`src/rtl/lpm_pkg.sv`:
```
package lpm_pkg;
  typedef enum logic [1:0] {PM_RUN, PM_SLEEP, PM_WAIT, PM_BUS} pm_state_t;
  typedef enum logic [1:0] {LP_LIGHT, LP_IDLE, LP_STBY} lp_mode_t;
endpackage

```
`src/rtl/lpm_mode_dec.sv`:
```
module lpm_mode_dec
  import lpm_pkg::*;
(
  input  logic     sel_hi,
  input  logic     sel_lo,
  input  logic     io_stop,
  output lp_mode_t mode
);
  always_comb begin
    if (sel_lo && sel_hi)         mode = LP_STBY;
    else if (sel_lo && io_stop)   mode = LP_IDLE;
    else                          mode = LP_LIGHT;
  end
endmodule

```
`src/rtl/lpm_restart_timer.sv`:
```
module lpm_restart_timer #(
  parameter int CNT_W = 4
) (
  input  logic             clk,
  input  logic             rst,
  input  logic             load,
  input  logic [CNT_W-1:0] load_val,
  output logic             zero
);
  logic [CNT_W-1:0] cnt;

  always_ff @(posedge clk) begin
    if (rst)              cnt <= '0;
    else if (load)        cnt <= load_val;
    else if (cnt != '0)   cnt <= cnt - 1'b1;
  end

  assign zero = (cnt == '0);

  // once expired, the count stays at zero until reloaded
  assert_no_underflow_R4: assert property (@(posedge clk) disable iff (rst)
    (!load && zero) |=> zero);
endmodule

```
`src/rtl/lpm_clk_gate.sv`:
```
module lpm_clk_gate (
  input  logic clk,
  input  logic rst,
  input  logic en,
  output logic gclk
);
  logic en_q;

  // enable captured while clk is low so the gated clock cannot glitch
  always_ff @(negedge clk) begin
    if (rst) en_q <= 1'b1;
    else     en_q <= en;
  end

  assign gclk = clk & en_q;

  assert_gate_track_R11: assert property (@(posedge clk) disable iff (rst)
    en_q == en);
endmodule

```
`src/rtl/lpm_wake_ctrl.sv`:
```
module lpm_wake_ctrl
  import lpm_pkg::*;
#(
  parameter int N_IRQ      = 3,
  parameter int CNT_W      = 4,
  parameter int IDLE_DELAY = 3
) (
  input  logic             clk,
  input  logic             rst,
  input  logic             sleep_exec,
  input  logic             sel_hi,
  input  logic             sel_lo,
  input  logic             io_stop,
  input  logic             int_en_all,
  input  logic [N_IRQ-1:0] irq_req,
  input  logic [N_IRQ-1:0] irq_en,
  input  logic             nmi_n,
  input  logic             bus_req,
  input  logic [CNT_W-1:0] restart_cnt,
  output logic             core_en,
  output logic             clkout_en,
  output logic             core_clk,
  output logic             clk_out,
  output logic             bus_grant,
  output logic             wake_ack,
  output logic             wake_cont,
  output logic             wake_nmi
);
  localparam logic [CNT_W-1:0] IDLE_LD = CNT_W'(IDLE_DELAY);
  localparam int N_GATE = 2;

  pm_state_t state;
  lp_mode_t  dec_mode, mode_q;
  logic nmi_q, nmi_lat, nmi_fall, nmi_any, lvl_wake, any_wake;
  logic tmr_load, tmr_zero;
  logic [CNT_W-1:0] tmr_val;
  logic [N_GATE-1:0] gate_en, gate_clk;

  lpm_mode_dec u_dec (
    .sel_hi (sel_hi),
    .sel_lo (sel_lo),
    .io_stop(io_stop),
    .mode   (dec_mode)
  );

  assign lvl_wake = |(irq_req & irq_en);
  assign nmi_fall = nmi_q & ~nmi_n;
  assign nmi_any  = nmi_lat | nmi_fall;
  assign any_wake = lvl_wake | nmi_any;
  assign tmr_load = (state == PM_SLEEP) && any_wake && (mode_q != LP_LIGHT);
  assign tmr_val  = (mode_q == LP_IDLE) ? IDLE_LD : restart_cnt;

  lpm_restart_timer #(.CNT_W(CNT_W)) u_tmr (
    .clk     (clk),
    .rst     (rst),
    .load    (tmr_load),
    .load_val(tmr_val),
    .zero    (tmr_zero)
  );

  always_ff @(posedge clk) begin
    if (rst) begin
      state     <= PM_RUN;
      mode_q    <= LP_LIGHT;
      core_en   <= 1'b1;
      clkout_en <= 1'b1;
      bus_grant <= 1'b0;
      wake_ack  <= 1'b0;
      wake_cont <= 1'b0;
      wake_nmi  <= 1'b0;
      nmi_lat   <= 1'b0;
      nmi_q     <= 1'b1;
    end else begin
      nmi_q     <= nmi_n;
      wake_ack  <= 1'b0;
      wake_cont <= 1'b0;
      wake_nmi  <= 1'b0;
      if (state != PM_RUN && nmi_fall) nmi_lat <= 1'b1;
      case (state)
        PM_RUN: begin
          if (sleep_exec) begin
            mode_q    <= dec_mode;
            state     <= PM_SLEEP;
            core_en   <= 1'b0;
            clkout_en <= (dec_mode == LP_LIGHT);
          end
        end
        PM_SLEEP: begin
          if (any_wake) begin
            if (mode_q == LP_LIGHT) begin
              state     <= PM_RUN;
              core_en   <= 1'b1;
              clkout_en <= 1'b1;
              nmi_lat   <= 1'b0;
              wake_nmi  <= nmi_any;
              wake_ack  <= nmi_any | int_en_all;
              wake_cont <= !nmi_any && !int_en_all;
            end else begin
              state <= PM_WAIT;
            end
          end else if (bus_req) begin
            state     <= PM_BUS;
            bus_grant <= 1'b1;
          end
        end
        PM_WAIT: begin
          if (tmr_zero) begin
            if (any_wake) begin
              state     <= PM_RUN;
              core_en   <= 1'b1;
              clkout_en <= 1'b1;
              nmi_lat   <= 1'b0;
              wake_nmi  <= nmi_any;
              wake_ack  <= nmi_any | int_en_all;
              wake_cont <= !nmi_any && !int_en_all;
            end else begin
              state <= PM_SLEEP;
            end
          end
        end
        default: begin
          if (!bus_req) begin
            bus_grant <= 1'b0;
            state     <= PM_SLEEP;
          end
        end
      endcase
    end
  end

  assign gate_en = {clkout_en, core_en};

  genvar g;
  generate
    for (g = 0; g < N_GATE; g++) begin : g_gate
      lpm_clk_gate u_gate (
        .clk (clk),
        .rst (rst),
        .en  (gate_en[g]),
        .gclk(gate_clk[g])
      );
    end
  endgenerate

  assign core_clk = gate_clk[0];
  assign clk_out  = gate_clk[1];

  assert_reset_run_R1: assert property (@(posedge clk)
    rst |=> (core_en && clkout_en && !bus_grant && !wake_ack && !wake_cont));
  assert_clkout_order_R2: assert property (@(posedge clk) disable iff (rst)
    !clkout_en |-> !core_en);
  assert_pulse_on_resume_R3: assert property (@(posedge clk) disable iff (rst)
    (wake_ack || wake_cont) |-> $rose(core_en));
  assert_one_pulse_R5: assert property (@(posedge clk) disable iff (rst)
    $onehot0({wake_ack, wake_cont}));
  assert_nmi_acks_R5: assert property (@(posedge clk) disable iff (rst)
    wake_nmi |-> wake_ack);
  assert_grant_gated_R9: assert property (@(posedge clk) disable iff (rst)
    bus_grant |-> !core_en);
endmodule

```
`config.mk`:
```
export PLATFORM = sky130hd
export DESIGN_NAME = lpm_wake_ctrl
export DESIGN_NICKNAME = d
export VERILOG_FILES = /design/src/rtl/lpm_pkg.sv /design/src/rtl/lpm_mode_dec.sv /design/src/rtl/lpm_restart_timer.sv /design/src/rtl/lpm_clk_gate.sv /design/src/rtl/lpm_wake_ctrl.sv
export SDC_FILE = /design/constraint.sdc
export NUM_CORES = 1
export LEC_CHECK = 0
export BUFFER_PORTS_ARGS = -buffer_cell sky130_fd_sc_hd__buf_2
export CAP_MARGIN = 10
export CORE_MARGIN = 4
export CORE_UTILIZATION = 45
export CTS_CLUSTER_SIZE = 24
export DETAILED_ROUTE_END_ITERATION = 8
export MAX_ROUTING_LAYER = met4
export PLACE_DENSITY = 0.74
export SLEW_MARGIN = 20
export SYNTH_ARGS = -nofsm -noshare
export SYNTH_HDL_FRONTEND = slang
export SYNTH_SLANG_ARGS = --single-unit
```
`constraint.sdc`:
```
create_clock -name clk -period 1.98 [get_ports clk]
set_input_delay 0.297 -clock clk [delete_from_list [all_inputs] [get_ports clk]]
set_output_delay 0.297 -clock clk [all_outputs]
set_load 0.01 [all_outputs]
```
==> impl_metrics.toml <==
[final_layout]
antenna_cells = 0
drive_gt1_frac = 0.362
syn_to_final_growth_pct = 34.8
finalNetCount = 176
finalNonFillerCells = 179

[logic_synthesis]
synth_cell_types = 38
ys_top_cells_by_count = "dfxtp_1 (18), nor2_1 (10), inv_1 (9), nand2_1 (9), a21oi_1 (8)"
yosys-top-cells-area = "dfxtp_1 (39%), ha_1 (6.8%), a21oi_1 (4.3%), nor2_1 (4.1%), inv_1 (3.7%)"
synth-xor-area-share = 0
syn_nets = 131
synthMuxAreaShare = 0.0352
syn_inst = 107
yosysMostFrequentCell = "dfxtp_1"
synth_top_family_by_area = "simple AND/OR/NAND/NOR gates"
async_flop_share = 0
synth_ff_type = "dfxtp_1"
yosysSeqAreaShare = 0.390
synth_area_sq_um = 923
avgSynthCellArea_sq_um = 8.63
synth-simple-area-share = 0.262
synth_top_area_share = 0.390
yosysWarnings = 0
yosys.area.top_type = "dfxtp_1"
synth_enable_flop_cells = 0
synth_compound_area_frac = 0.205
synth-seq-cells = 18
yosys.area_share.adder = 0.0678

[grt]
overflow = 0
grt_pass1_vias = 944
antenna_found_initial = 0
grt_usage = 0.187
grt_max_degree = 11
grt_pass1_wl_microns = 3730

[pwr]
seq_power_share = 0.329
internal-power_mw = 0.916
pwr-share-comb = 0.329
power.density_nw_per_um2 = 1130
vdd_drop_max_uv = 792
p_leak_nw = 0.546
pwr-share-clk = 0.341
p_switching_mw = 0.493
p_total_mw = 1.41
p_sw_frac = 0.350

[detailed_routing]
vias = 951
drtIter0Drc = 29
wire_per_inst_microns = 13.0
firstDrtPassIters = 4
drc_errors = 0
drt_wl_total_microns = 2330
ant_nets = 0
via_per_inst = 5.31

[sta]
setup_tns_ns = -0.644
drv_slew = 0
worst_slack_ns = -0.328
rsz0062_at_grt = "true"
worst_pin_slew_ns = 0.443
finalSetupViolations = 4
slew_headroom = 0.701
fin_hold_ws_ns = 0.0545
worst_clock_skew_ns = 0.0642
hold_violations = 0

[setup_path]
slowest_stage = "dfxtp_2"
crit_chain = "and2_4 -> buf_6"
worstPathMaxFanout = 1
cpPeakStageDelay_ns = 0.31
critPathLaunchType = "register"
end_kind = "output port"
critPathKind = "reg2out"
critical_path_arrival_ns = 2.01
crit_required_ns = 1.68

[floorplanning]
core-area_sq_um = 1960
ios = 27
dieArea_sq_um = 2840
die_x_microns = 53.3
die-height_microns = 53.3
start_util = 0.471
rows = 16

[hold_path]
hold_path.class = "in2reg"

[placement]
gp_congestion = 0.810
dp_slack_ns = 0.0286
port_buffers = 26
placed_cells = 167
dp_hpwl_microns = 1700

[clocking]
path_clk_slew_ns = 0.11
clk_latency_ns = 0.47
tritoncts = "done"

[outcome]
run_status = "finished, violations left"
violations = "setup timing"

[flow_run]
cap_violations = 0
## area by class of cell
| cell class | count | area [sq um] |
|---|---|---|
| multi-input cells | 79 | 539 |
| well taps | 27 | 33.8 |
| clock buffers | 10 | 72.6 |
| flip-flops and latches | 18 | 362 |
| inverters | 8 | 30.0 |
| repair buffers | 34 | 195 |
| fillers | 204 | 717 |
| clock inverters | 3 | 12.5 |
## worst paths after layout
path	cells after the start	endpoint	slack [ns]	start
max	2	core_clk	-0.33	g_gate[0].u_gate.en_q$_SDFF_NP1_
max reg2reg	5	state[0]$_SDFFE_PP0P_	0.07	state[1]$_SDFFE_PP0P_
min reg2reg	2	bus_grant$_SDFFE_PP0P_	0.47	bus_grant$_SDFFE_PP0P_
min	2	wake_cont$_SDFF_PP0_	0.05	int_en_all
## placed cells by master (no fill, tap or decap), types with 2 or more instances in the layout
master    instances
a21oi_1           7
a211oi_1          3
nand2_1           9
and3_1            2
buf_2            25
dfxtp_1          17
nand2b_1          3
nor2_1           10
o21ai_0           4
nor3_1            2
nand4_1           2
ha_1              5
mux2_2            2
nor2b_1           3
or2_2             2
and2_1            2
buf_4            10
clkbuf_4          7
inv_1            10
## critical path: cells and delay by family (launching register included)
| family | cells | cell delay [ns] |
|---|---|---|
| and+or+nand+nor | 1 | 0.13 |
| DFF | 1 | 0.31 |
| buffers and inverters | 1 | 0.12 |
## power by group through the flow
stage          clock network (mW)  logic, mW  registers (mW)
2_1_floorplan              0.0610      0.303           0.464
3_5_place_dp               0.0917      0.444           0.470
3_3_place_gp               0.0917      0.432           0.465
5_1_grt                     0.529      0.519           0.470
4_1_cts                     0.486      0.447           0.463
6_report                    0.481      0.464           0.464
## through the flow
stage / utilization / area [sq um]
final: 0.635 / 1240
after global routing: 0.635 / 1240
after CTS: 0.621 / 1220
after detailed placement: 0.583 / 1140
after global placement: 0.583 / 1140
after floorplan: - / 923
## logic make-up after synthesis
kind of cell / after synthesis
buffers and inverters: 10
AOI/OAI and AO/OA: 27
DFF: 18
and+or+nand+nor: 44
adders and majority gates: 5
muxes: 3
## registers in the layout, summed over array words and instances (netlist names)
register            count
clkout_en               1
mode_q                  2
wake_cont               1
core_en                 1
u_tmr.cnt               4
nmi_q                   1
bus_grant               1
wake_nmi                1
wake_ack                1
state                   2
nmi_lat                 1
g_gate.u_gate.en_q      2
## repair_timing
action                     in CTS  in global routing
pin swaps                       1                  0
resized for setup               3                  2
setup endpoints to repair       4                  8
setup buffers                   0                  2
hold buffers                    0                  0
cloned                          0                  0
## layer usage
metal,track usage,wire length [microns],vias to the layer above
met1,0.206,1020,426
met5,-,0,-
met3,0.0563,188,2
met2,0.282,1100,43
met4,0.140,23,0
li1,-,-,480
Power figures use the tool's default switching activity.
